<file path="src/rtl/shadow_pkg.sv">
package shadow_pkg;
  typedef logic [7:0] cfg_byte_t;

  // Mask of writable bits for register number r out of n registers.
  function automatic cfg_byte_t writable_mask(input int r, input int n, input cfg_byte_t last_mask);
    return (r == n - 1) ? last_mask : 8'hFF;
  endfunction
endpackage

</file>
<file path="src/rtl/shadow_cfg_regs.sv">
module shadow_cfg_regs
  import shadow_pkg::*;
#(
  parameter int N_REGS    = 4,
  parameter logic [7:0] LAST_MASK = 8'h3F,
  localparam int SEL_W    = $clog2(N_REGS),
  localparam int CFG_W    = 8 * N_REGS
) (
  input  logic             clk,
  input  logic             rst_n,
  input  logic             we,
  input  logic [SEL_W-1:0] waddr,
  input  cfg_byte_t        wdata,
  input  logic [SEL_W-1:0] raddr,
  output cfg_byte_t        rdata,
  output logic [CFG_W-1:0] bits
);
  cfg_byte_t regs [N_REGS];

  for (genvar r = 0; r < N_REGS; r++) begin : g_reg
    localparam cfg_byte_t MASK = writable_mask(r, N_REGS, LAST_MASK);
    always_ff @(posedge clk) begin
      if (!rst_n)
        regs[r] <= '0;
      else if (we && waddr == SEL_W'(r))
        regs[r] <= wdata & MASK;
    end
    assign bits[8*r +: 8] = regs[r];
  end

  assign rdata = regs[raddr];

  // locked bits of the last register never hold a one
  a_r4_locked_bits_zero: assert property (@(posedge clk) disable iff (!rst_n)
    (regs[N_REGS-1] & ~LAST_MASK) == 8'h00);

  // a presented write is visible on read-back after the edge
  a_r9_write_lands: assert property (@(posedge clk) disable iff (!rst_n)
    (we && raddr == waddr) |=> rdata == ($past(wdata) & writable_mask(int'($past(waddr)), N_REGS, LAST_MASK)));
endmodule

</file>
<file path="src/rtl/shadow_seg_index.sv">
module shadow_seg_index #(
  parameter int ADDR_W    = 20,
  parameter logic [ADDR_W-1:0] WIN_BASE = 20'hC0000,
  parameter int SEG_SHIFT = 14,
  parameter int N_SMALL   = 12,
  localparam int N_SEGS   = N_SMALL + 1,
  localparam int IDX_W    = $clog2(N_SEGS)
) (
  input  logic [ADDR_W-1:0] addr,
  output logic              in_range,
  output logic [IDX_W-1:0]  seg_idx
);
  logic [ADDR_W-1:0] offset;
  logic [ADDR_W-1:0] slot;

  always_comb begin
    in_range = (addr >= WIN_BASE);
    offset   = addr - WIN_BASE;
    slot     = offset >> SEG_SHIFT;
    if (!in_range)
      seg_idx = '0;
    else if (slot >= ADDR_W'(N_SMALL))
      seg_idx = IDX_W'(N_SMALL);
    else
      seg_idx = slot[IDX_W-1:0];
  end
endmodule

</file>
<file path="src/rtl/shadow_attr_mux.sv">
module shadow_attr_mux #(
  parameter int N_SMALL    = 12,
  parameter int BIT_OFS    = 4,
  parameter int BIOS_FIRST = 8,
  parameter int CFG_W      = 32,
  localparam int N_SEGS    = N_SMALL + 1,
  localparam int IDX_W     = $clog2(N_SEGS)
) (
  input  logic             clk,
  input  logic             rst_n,
  input  logic [CFG_W-1:0] bits,
  input  logic             in_range,
  input  logic [IDX_W-1:0] seg_idx,
  input  logic             acc_write,
  output logic             rd_int,
  output logic             wr_int,
  output logic             route_int,
  output logic             bios_shadow
);
  logic [N_SEGS-1:0] rd_vec;
  logic [N_SEGS-1:0] wr_vec;

  for (genvar s = 0; s < N_SEGS; s++) begin : g_seg
    assign rd_vec[s] = bits[2*s + BIT_OFS];
    assign wr_vec[s] = bits[2*s + BIT_OFS + 1];
  end

  always_comb begin
    rd_int      = 1'b0;
    wr_int      = 1'b0;
    for (int s = 0; s < N_SEGS; s++) begin
      if (in_range && seg_idx == IDX_W'(s)) begin
        rd_int = rd_vec[s];
        wr_int = wr_vec[s];
      end
    end
    route_int   = acc_write ? wr_int : rd_int;
    bios_shadow = |rd_vec[N_SEGS-1:BIOS_FIRST];
  end

  // with the summary flag low, no BIOS-area access can read internally
  a_r5_summary_covers: assert property (@(posedge clk) disable iff (!rst_n)
    (!bios_shadow && in_range && seg_idx >= IDX_W'(BIOS_FIRST)) |-> !rd_int);

  // an internal route always comes from an internal attribute
  a_r3_route_source: assert property (@(posedge clk) disable iff (!rst_n)
    route_int |-> (rd_int || wr_int));
endmodule

</file>
<file path="src/rtl/shadow_region_decoder.sv">
module shadow_region_decoder
  import shadow_pkg::*;
#(
  parameter int ADDR_W     = 20,
  parameter logic [ADDR_W-1:0] WIN_BASE = 20'hC0000,
  parameter int SEG_SHIFT  = 14,
  parameter int N_SMALL    = 12,
  parameter int N_REGS     = 4,
  parameter int BIT_OFS    = 4,
  parameter int BIOS_FIRST = 8,
  parameter logic [7:0] LAST_MASK = 8'h3F,
  localparam int SEL_W     = $clog2(N_REGS),
  localparam int CFG_W     = 8 * N_REGS,
  localparam int IDX_W     = $clog2(N_SMALL + 1)
) (
  input  logic              clk,
  input  logic              rst_n,
  input  logic              cfg_we,
  input  logic [SEL_W-1:0]  cfg_waddr,
  input  logic [7:0]        cfg_wdata,
  input  logic [SEL_W-1:0]  cfg_raddr,
  output logic [7:0]        cfg_rdata,
  input  logic [ADDR_W-1:0] acc_addr,
  input  logic              acc_write,
  output logic              rd_int,
  output logic              wr_int,
  output logic              route_int,
  output logic              out_of_range,
  output logic              bios_shadow
);
  logic [CFG_W-1:0] cfg_bits;
  logic             in_range;
  logic [IDX_W-1:0] seg_idx;

  shadow_cfg_regs #(.N_REGS(N_REGS), .LAST_MASK(LAST_MASK)) u_regs (
    .clk(clk), .rst_n(rst_n), .we(cfg_we), .waddr(cfg_waddr), .wdata(cfg_wdata),
    .raddr(cfg_raddr), .rdata(cfg_rdata), .bits(cfg_bits)
  );

  shadow_seg_index #(.ADDR_W(ADDR_W), .WIN_BASE(WIN_BASE), .SEG_SHIFT(SEG_SHIFT),
                     .N_SMALL(N_SMALL)) u_index (
    .addr(acc_addr), .in_range(in_range), .seg_idx(seg_idx)
  );

  shadow_attr_mux #(.N_SMALL(N_SMALL), .BIT_OFS(BIT_OFS), .BIOS_FIRST(BIOS_FIRST),
                    .CFG_W(CFG_W)) u_mux (
    .clk(clk), .rst_n(rst_n), .bits(cfg_bits), .in_range(in_range), .seg_idx(seg_idx),
    .acc_write(acc_write), .rd_int(rd_int), .wr_int(wr_int), .route_int(route_int),
    .bios_shadow(bios_shadow)
  );

  assign out_of_range = !in_range;

  // addresses under the window are never routed internally
  a_r8_below_window_quiet: assert property (@(posedge clk) disable iff (!rst_n)
    (acc_addr < WIN_BASE) |-> (out_of_range && !rd_int && !wr_int && !route_int));
endmodule

</file>
<file path="config.mk">
export PLATFORM = sky130hd
export DESIGN_NAME = shadow_region_decoder
export DESIGN_NICKNAME = d
export VERILOG_FILES = /design/src/rtl/shadow_pkg.sv /design/src/rtl/shadow_cfg_regs.sv /design/src/rtl/shadow_seg_index.sv /design/src/rtl/shadow_attr_mux.sv /design/src/rtl/shadow_region_decoder.sv
export SDC_FILE = /design/constraint.sdc
export NUM_CORES = 1
export LEC_CHECK = 0
export CAP_MARGIN = 20
export CORE_MARGIN = 5
export CORE_UTILIZATION = 30
export DETAILED_ROUTE_END_ITERATION = 7
export SLEW_MARGIN = 20
export SYNTH_ARGS = -nofsm -noshare
export SYNTH_HDL_FRONTEND = slang
export SYNTH_HIERARCHICAL = 1
export SYNTH_SLANG_ARGS = --single-unit
</file>
<file path="constraint.sdc">
create_clock -name clk -period 3.8 [get_ports clk]
set_input_delay 0.95 -clock clk [delete_from_list [all_inputs] [get_ports clk]]
set_output_delay 0.95 -clock clk [all_outputs]
set_load 0.03 [all_outputs]
</file>
==> out/qor.csv, run 1 <==
stage;metric;value;unit
floorplan;starting density of the core;31.2;%
power_and_ir_drop;pwr dens;319;mW/mm^2
cts;hold_buf cts;0;
placed_design;HPWL Detailed;3.39;mm
cts;Root Buffer;clkbuf_8;
global_route;first-pass GRT wire length;7.37;mm
critical_path;Critical Path Stages;3;
critical_path;WP data arrival;2800;ps
critical_path;worst-path fanout max;5;
cts;TritonCTS clock tree;built;
layout;Layout Utilization;42.8;%
critical_path;critical path capture point type;output pin;
cts;H-tree depth;2;
floorplan;IO Count;49;
global_route;grt ovf;0;
global_route;Total Routing Usage GR;12.4;%
placed_design;gpl congestion;0.778;
route;DR WL/cell;15.9;um
layout;final net count;249;
synth;syn nets;189;
critical_path;biggest cell delay along the critical path;670;ps
layout;biggest regs;u_regs/regs x30;
cts;CTS buffer count;5;
sta;Worst slew margin;67.9;%
route;WL final;4.56;mm
floorplan;CORE AREA;0.00599;sq mm
cts;Max Root-Sink Buffers;2;
layout;Finished Layout Cells;287;
layout;Diodes inserted;0;
cts;clk slew on worst S/H paths;50;ps
critical_path;Crit path buffers/inverters;2;
layout;fill count;587;
sta;unrepaired setup endpoints after global routing;true;
layout;Multi-input gate area;932;sq um
route;drt first pass iters;4;
critical_path;crit path cell chain;clkdlybuf4s50_1, mux4_2, clkdlybuf4s50_1;
critical_path;most frequent CP cell;clkdlybuf4s50_1;
critical_path;CP Launch Type;primary input;
power_and_ir_drop;Leak;0.000975;uW
sta;final setup fails;0;
floorplan;row cnt;28;
sta;fmax;267;MHz
route;DR vias/cell;4.97;
layout;share of cells above drive strength 1;30.2;%
power_and_ir_drop;worst vdd ir;154;uV
layout;Largest register FFs;30;
min_path;depth of the worst hold-timing path;2;
route;post-route ant nets;0;
job;Max Cap Viol;0;
layout;Largest Register;u_regs/regs;
sta;Worst Max-Slew Pin Slew;481;ps
cts;Sink Count;30;
critical_path;WP data required;2850;ps
sta;total negative setup slack;0;ps
route;initial DRC count;45;
sta;Tcrit/Tclk final;98.6;%
status;run status;finished, final reports clean;
sta;Fin. Hold Viols;0;
critical_path;slowest CP cell;clkdlybuf4s50_1;
floorplan;Die W;89.0;um
floorplan;Die ar.;0.00791;sq mm
synth;synth warn;6;
sta;Tmin final;3750;ps
placed_design;PortBufs;34;
global_route;vias in the first global route;1438;
global_route;initial antenna violation count;0;
sta;Slew Viols, Final;0;
global_route;largest net degree at the start of global routing;17;
layout;register cell area after layout;901;sq um
route;Residual DRC;0;
layout;P&R area growth vs syn;36.9;%
synth;Cells after Synth;153;
synth;Syn Area/Cell;12.2;sq um
critical_path;largest delay contributor family on the critical path;buffers and inverters;
synth;synthesized cell area;0.00187;sq mm
placed_design;placed cells;277;
critical_path;crit path kind;primary input to output pin;
floorplan;die height;89.0;um
route;vias;1427;
min_path;hold crit path type;primary input to flip-flop;
[power breakdown]
part	internal [uW]	leakage [uW]	switching, uW
Combinational	98.3	0.000642	91.6
Clock	119	0.0000375	101
Sequential	391	0.000295	16.3
[path summary, 6_finish.rpt]
kind / start / end / slack, ps
hold / removal: cfg_wdata[6] / u_regs/regs[0][6] / 1390
setup / recovery: cfg_raddr[0] / cfg_rdata[5] / 50
[placed cells by master (no fill, tap or decap), types with 3 or more instances in the layout]
cell type and count:
and2_1 30, edfxtp_1 30, clkbuf_8 5, nand2b_1 3, nand2_1 7, nand3b_1 4, o22ai_1 3, buf_4 28
mux2i_1 5, clkdlybuf4s50_1 22, a31oi_1 3, o21ai_0 7, nor2_1 5, mux4_2 7, nor3_1 3, inv_1 3
[stage by stage]
stage	area, sq um	power (uW)	hold WS, ps	worst slack [ps]
after floorplan	1880	512	1150	126
after global placement	2420	597	1630	-347
after detailed placement	2420	599	1640	-368
after CTS	2500	822	1390	6.41
after global routing	2560	860	1410	-23.8
final	2560	817	1390	51.6
[final cells by class]
type	instances	area share, %
inverter	3	0.440
multi-input combinational	113	36.4
sequential	30	35.2
clock inverter	1	0.147
tap	75	3.66
clock buffer	5	2.69
timing repair buffer	60	21.5
[routing by layer]
metal,up-vias,wire [um],track usage (%),share of wire (%)
li1,701,-,-,-
met1,681,2000,16.1,44
met2,38,2230,20.4,49
met3,7,250,2.67,5.5
met4,0,74,4.33,1.6
met5,-,0,0,0
[timing repair]
item | 4_1_cts | 5_1_grt
gates resized for setup | 11 | 11
gates cloned | 0 | 1
setup endpoints to repair | 3 | 3
pin swaps | 8 | 8
setup buffers | 0 | 3
No activity file was read; power rests on OpenSTA's default activity.
==> run 2, diff against run 1 <==
Settings changed: PLACE_DENSITY set to 0.61, SYNTH_HIERARCHICAL 1 to unset.
==> run 2 against run 1 <==
  * Total power rose by 8.5%
  * Critical path depth rose by 4
  * Global-route usage decreased by 0.95 points
  * Worst setup slack better by 51 ps
  * Utilization shrank 0.19 points
  * Synthesized cell count down 14%
  * Wire length is 13% lower
  * Critical endpoint is now route_int
==> out/qor.csv, run 2 <==
stage;metric;value;unit;change
layout;Diodes inserted;0;;unchanged
synth;register area share after synthesis;53.2;%;
route;DR vias/cell;4.59;;-7.6%
min_path;Hold Path Sink;u_regs.regs[0][6];;
synth;Yosys top cell by area;edfxtp_1;;
synth;synthesized cell area;0.00169;sq mm;-9.5%
critical_path;CP Launch Type;primary input;;
power_and_ir_drop;Leak;0.000893;uW;-8.5%
sta;total negative setup slack;0;ps;unchanged
min_path;min-delay src;cfg_wdata[6];;
global_route;Total Routing Usage GR;11.4;%;-0.95 points
cts;clk slew on worst S/H paths;60;ps;about the same
sta;Tmin final;3700;ps;-50.7 ps
layout;P&R area growth vs syn;38.4;%;
global_route;initial antenna violation count;0;;unchanged
layout;biggest regs;u_regs.regs x30;;
synth;Synth area leaders;edfxtp_1 53%, and2_1 11%, mux4_2 8.0%, mux2i_1 3.0%, mux2_4 2.7%;;
power_and_ir_drop;worst vdd ir;153;uV;-0.35%
synth;Syn Area/Cell;12.8;sq um;+4.9%
route;vias;1194;;-16%
floorplan;IO Count;49;;unchanged
cts;Root Buffer;clkbuf_8;;
cts;hold_buf cts;0;;unchanged
sta;final setup fails;0;;unchanged
critical_path;critical path capture point type;output pin;;
synth;Cells after Synth;132;;-14%
sta;Slew Viols, Final;0;;unchanged
synth;register bit count reported by yosys;30;;
critical_path;crit path kind;primary input to output pin;;
placed_design;PortBufs;34;;unchanged
layout;final net count;223;;-10%
placed_design;HPWL Detailed;3.21;mm;-5.1%
route;drt first pass iters;4;;unchanged
sta;Fin. Hold Viols;0;;unchanged
critical_path;WP data arrival;2750;ps;-50 ps
synth;EDFF count, synth;30;;
sta;unrepaired setup endpoints after global routing;false;;
route;DR WL/cell;15.3;um;-3.8%
cts;H-tree depth;2;;unchanged
sta;Worst slew margin;42.3;%;-26 points
sta;Tcrit/Tclk final;97.3;%;-1.3 points
layout;Largest register FFs;30;;unchanged
layout;Largest Register;u_regs.regs;;
global_route;vias in the first global route;1331;;-7.4%
route;WL final;3.97;mm;-13%
power_and_ir_drop;pwr dens;378;mW/mm^2;+19%
min_path;depth of the worst hold-timing path;2;;unchanged
route;initial DRC count;39;;-13%
cts;Sink Count;30;;unchanged
layout;most frequent cells in the layout;30 x and2_1, 30 x edfxtp_1, 29 x clkdlybuf4s50_1;;
global_route;largest net degree at the start of global routing;11;;-6
floorplan;row cnt;27;;-3.6%
route;Residual DRC;0;;unchanged
synth;syn nets;168;;-11%
floorplan;Die W;85.1;um;-4.3%
sta;Worst Max-Slew Pin Slew;857;ps;+376 ps
floorplan;die height;85.1;um;-4.3%
cts;CTS buffer count;5;;unchanged
synth;Primary FF master, synth;edfxtp_1;;
sta;fmax;270;MHz;+1.4%
placed_design;gpl congestion;0.819;;+5.3%
layout;share of cells above drive strength 1;25.5;%;-4.7 points
min_path;hold crit path type;primary input to flip-flop;;
status;run status;finished, final reports clean;;
job;Max Cap Viol;0;;unchanged
critical_path;WP data required;2850;ps;about the same
route;post-route ant nets;0;;unchanged
synth;Netlist cell types;31;;
power_and_ir_drop;Total Power;886;uW;+8.5%
synth;top cell type's share of synthesized area;53.2;%;
floorplan;starting density of the core;30.7;%;-0.48 points
synth;ys async rst share;0;%;
global_route;first-pass GRT wire length;6.58;mm;-11%
cts;TritonCTS clock tree;built;;
floorplan;Die ar.;0.00725;sq mm;-8.4%
critical_path;worst-path fanout max;9;;+4
global_route;grt ovf;0;;unchanged
synth;synth warn;0;;-6
synth;top post-synthesis cells by count;30 x and2_1, 30 x edfxtp_1, 11 x nand2_1;;
floorplan;CORE AREA;0.00551;sq mm;-8.1%
cts;Max Root-Sink Buffers;2;;unchanged
[run 2: cell types whose count changed in the layout (fill, tap and decap cells not counted), sizes merged, moves of 3 or more]
cell / before / now
buf: 30 / 22
clkdlybuf4s50: 22 / 29
a31oi: 4 / 0
mux2: 2 / 6
nand3b: 4 / 0
o22ai: 4 / 0
and3: 4 / 1
clkbuf: 8 / 5
nand2: 8 / 11
nor3b: 3 / 0
[run 2: through the flow]
stage / hold WS (ps) / cells / worst slack (ps) / util (%) / area [sq um]
2_1_floorplan: 1150 / 132 / 549 / - / 1690
5_1_grt: 1410 / 260 / 7.13 / 42.6 / 2340
3_3_place_gp: 1650 / 251 / -456 / 40.3 / 2220
6_report: 1390 / 260 / 102 / 42.6 / 2340
4_1_cts: 1390 / 260 / 97.8 / 42.6 / 2340
3_5_place_dp: 1660 / 251 / -485 / 40.3 / 2220
[run 2: cells by family (layout without fill, tap and decap cells)]
| group | count (synthesis) | after routing | synth area share, % |
|---|---|---|---|
| AO/OA/AOI/OAI | 18 | 18 | 7.10 |
| AND/OR/NAND/NOR | 58 | 58 | 19.1 |
| buffers and inverters | 8 | 64 | 3.47 |
| flip-flops | 30 | 30 | 53.2 |
| multiplexers | 18 | 18 | 17.1 |
[run 2: how the worst max path moves through the flow]
| stage | cells after the start | slack, ps | startpoint | endpoint |
|---|---|---|---|---|
| floorplan | 5 | 550 | acc_addr[15] | route_int |
| global placement | 9 | -460 | acc_addr[15] | route_int |
| detailed placement | 8 | -480 | acc_addr[15] | route_int |
| CTS | 4 | 100 | cfg_raddr[0] | cfg_rdata[0] |
| global route | 8 | 7 | acc_addr[14] | route_int |
| finish | 7 | 100 | acc_addr[14] | route_int |
[run 2: repair_timing]
item	in CTS	in global routing
setup endpoints to repair	2	0
resized for setup	15	0
buffers inserted	1	0
endpoints found under the hold margin	0	0
[run 2: power breakdown]
group | total [uW] | switching, uW | internal [uW] | leakage (uW)
Clock | 308 | 116 | 193 | 0.0000579
Combinational | 172 | 81.3 | 91.0 | 0.000540
Sequential | 405 | 15.0 | 390 | 0.000295
[run 2: critical path, cell delays in order]
cell	delay (ps)
clkdlybuf4s50_1	680
mux4_2	360
nand2_1	90
a21oi_1	60
a31o_1	200
mux2_2	270
buf_6	140
[run 2: layout make-up]
| cell class | count | area, sq um |
|---|---|---|
| clock buffer | 5 | 68.8 |
| clock inverter | 3 | 40.0 |
| fill | 531 | 3160 |
| inverter | 3 | 11.3 |
| multi-input combinational | 94 | 729 |
| sequential | 30 | 901 |
| tap | 72 | 90.1 |
| timing repair buffer | 53 | 503 |
[run 2: metal layers]
| layer | GRT usage [%] | vias to the layer above | part of all wire [%] |
|---|---|---|---|
| met4 | 4.32 | 0 | 1.6 |
| met5 | 0 | - | 0 |
| met1 | 13.4 | 562 | 42 |
| li1 | - | 597 | - |
| met3 | 2.62 | 5 | 4.6 |
| met2 | 20.1 | 30 | 51 |
==> run 3, diff against run 2 <==
Settings changed: CORE_MARGIN 5 to 2.
==> run 3 against run 2 <==
  * Worst setup slack gained 16 ps
  * Global-route usage grew 1.4 points
  * Count of clock-buffer cells in the layout grew 1
  * Via count grew 0.34%
  * Cell area shrank 2.6%
==> out/qor.csv, run 3 (synthesis gave the netlist of run 2 again) <==
stage;metric;value;unit;change
route;initial DRC count;33;;-15%
critical_path;crit path kind;primary input to output pin;;
floorplan;die height;79.1;um;-7.0%
global_route;initial antenna violation count;0;;unchanged
critical_path;WP data arrival;2730;ps;-20 ps
min_path;min-delay src;cfg_wdata[6];;
power_and_ir_drop;worst vdd ir;116;uV;-24%
layout;final net count;220;;-1.3%
global_route;first-pass GRT wire length;6.04;mm;-8.1%
cts;Root Buffer;clkbuf_8;;
route;drt first pass iters;4;;unchanged
sta;Slew Viols, Final;0;;unchanged
floorplan;CORE AREA;0.00547;sq mm;-0.61%
route;vias;1198;;+0.34%
sta;Worst slew margin;39.6;%;-2.7 points
job;Max Cap Viol;0;;unchanged
critical_path;WP data required;2850;ps;about the same
layout;share of cells above drive strength 1;22.7;%;-2.8 points
cts;clk slew on worst S/H paths;60;ps;about the same
global_route;grt ovf;0;;unchanged
cts;Sink Count;30;;unchanged
cts;H-tree depth;2;;unchanged
sta;final setup fails;0;;unchanged
route;WL final;3.73;mm;-6.2%
layout;Largest register FFs;30;;unchanged
route;DR vias/cell;4.66;;+1.5%
placed_design;gpl congestion;0.874;;+6.7%
floorplan;IO Count;49;;unchanged
layout;biggest regs;u_regs.regs x30;;
floorplan;Die ar.;0.00626;sq mm;-14%
cts;Max Root-Sink Buffers;2;;unchanged
placed_design;PortBufs;34;;unchanged
cts;CTS buffer count;5;;unchanged
layout;Diodes inserted;0;;unchanged
floorplan;starting density of the core;30.9;%;+0.19 points
critical_path;worst-path fanout max;9;;unchanged
layout;Layout Utilization;41.7;%;-0.86 points
sta;unrepaired setup endpoints after global routing;false;;
power_and_ir_drop;pwr dens;354;mW/mm^2;-6.3%
sta;Tcrit/Tclk final;96.9;%;-0.42 points
critical_path;crit path from;cfg_raddr[0];;
critical_path;CP Launch Type;primary input;;
cts;hold_buf cts;0;;unchanged
layout;most frequent cells in the layout;30 x and2_1, 30 x edfxtp_1, 28 x clkdlybuf4s50_1;;
floorplan;row cnt;27;;unchanged
sta;Fin. Hold Viols;0;;unchanged
global_route;Total Routing Usage GR;12.8;%;+1.4 points
placed_design;HPWL Detailed;3.03;mm;-5.9%
route;DR WL/cell;14.5;um;-5.1%
sta;fmax;272;MHz;+0.43%
status;run status;finished, final reports clean;;
floorplan;Die W;79.1;um;-7.0%
sta;Worst Max-Slew Pin Slew;897;ps;+39.7 ps
critical_path;critical path capture point type;output pin;;
route;Residual DRC;0;;unchanged
global_route;largest net degree at the start of global routing;10;;-1
min_path;hold crit path type;primary input to flip-flop;;
power_and_ir_drop;Leak;0.000873;uW;-2.3%
critical_path;CP endpoint;cfg_rdata[3];;
layout;P&R area growth vs syn;34.8;%;
route;post-route ant nets;0;;unchanged
global_route;vias in the first global route;1248;;-6.2%
layout;Largest Register;u_regs.regs;;
sta;Tmin final;3680;ps;-15.8 ps
sta;hold slack;1380;ps;-11.2 ps
cts;TritonCTS clock tree;built;;
## run 3: worst min-delay path by stage
| stage | cells after the start | slack [ps] | endpoint |
|---|---|---|---|
| after floorplan | 1 | 1150 | u_regs.regs[0][0] |
| after global placement | 3 | 1600 | cfg_rdata[6] |
| after detailed placement | 3 | 1590 | cfg_rdata[6] |
| after CTS | 2 | 1380 | u_regs.regs[2][6] |
| after global routing | 2 | 1400 | u_regs.regs[2][6] |
| final | 2 | 1380 | u_regs.regs[2][6] |
## run 3: where the power goes
part,internal (uW),switching (uW)
combinational,86.8,79.7
sequential,390,13.5
clock,125,113
## run 3: final cells by class
| cell class | count | area (sq um) |
|---|---|---|
| timing repair buffer | 50 | 465 |
| clock buffer | 6 | 72.6 |
| sequential | 30 | 901 |
| fill | 510 | 3190 |
| clock inverter | 2 | 8.76 |
| inverter | 3 | 11.3 |
| multi-input combinational | 94 | 733 |
| tap | 72 | 90.1 |
## run 3: per-layer routing
layer,vias to the layer above,global-route usage [%],share of wire [%],routed length [um]
met5,-,0,0,0
met4,0,8.10,3.1,114
met3,8,1.70,4.2,158
met2,36,22.2,50,1870
met1,562,14.7,43,1590
li1,592,-,-,-
## run 3: through the flow
stage               instances  setup slack [ps]  cell area [sq um]  power, uW  TNS [ps]
floorplan                 132               549               1690        499         0
global placement          249              -555               2200        576      -859
detailed placement        249              -551               2200        580      -851
CTS                       257              28.0               2280        813         0
global route              257              16.4               2280        837         0
finish                    257               118               2280        808         0
## run 3: worst max-delay path: stages
cell	delay (ps)
clkdlybuf4s50_1	500
buf_12	150
mux4_2	510
clkdlybuf4s50_1	610
## run 3: repair_timing
action	4_1_cts	5_1_grt
resized for setup	5	3
pin swaps	0	0
setup buffers	0	0
setup endpoints to repair	2	1
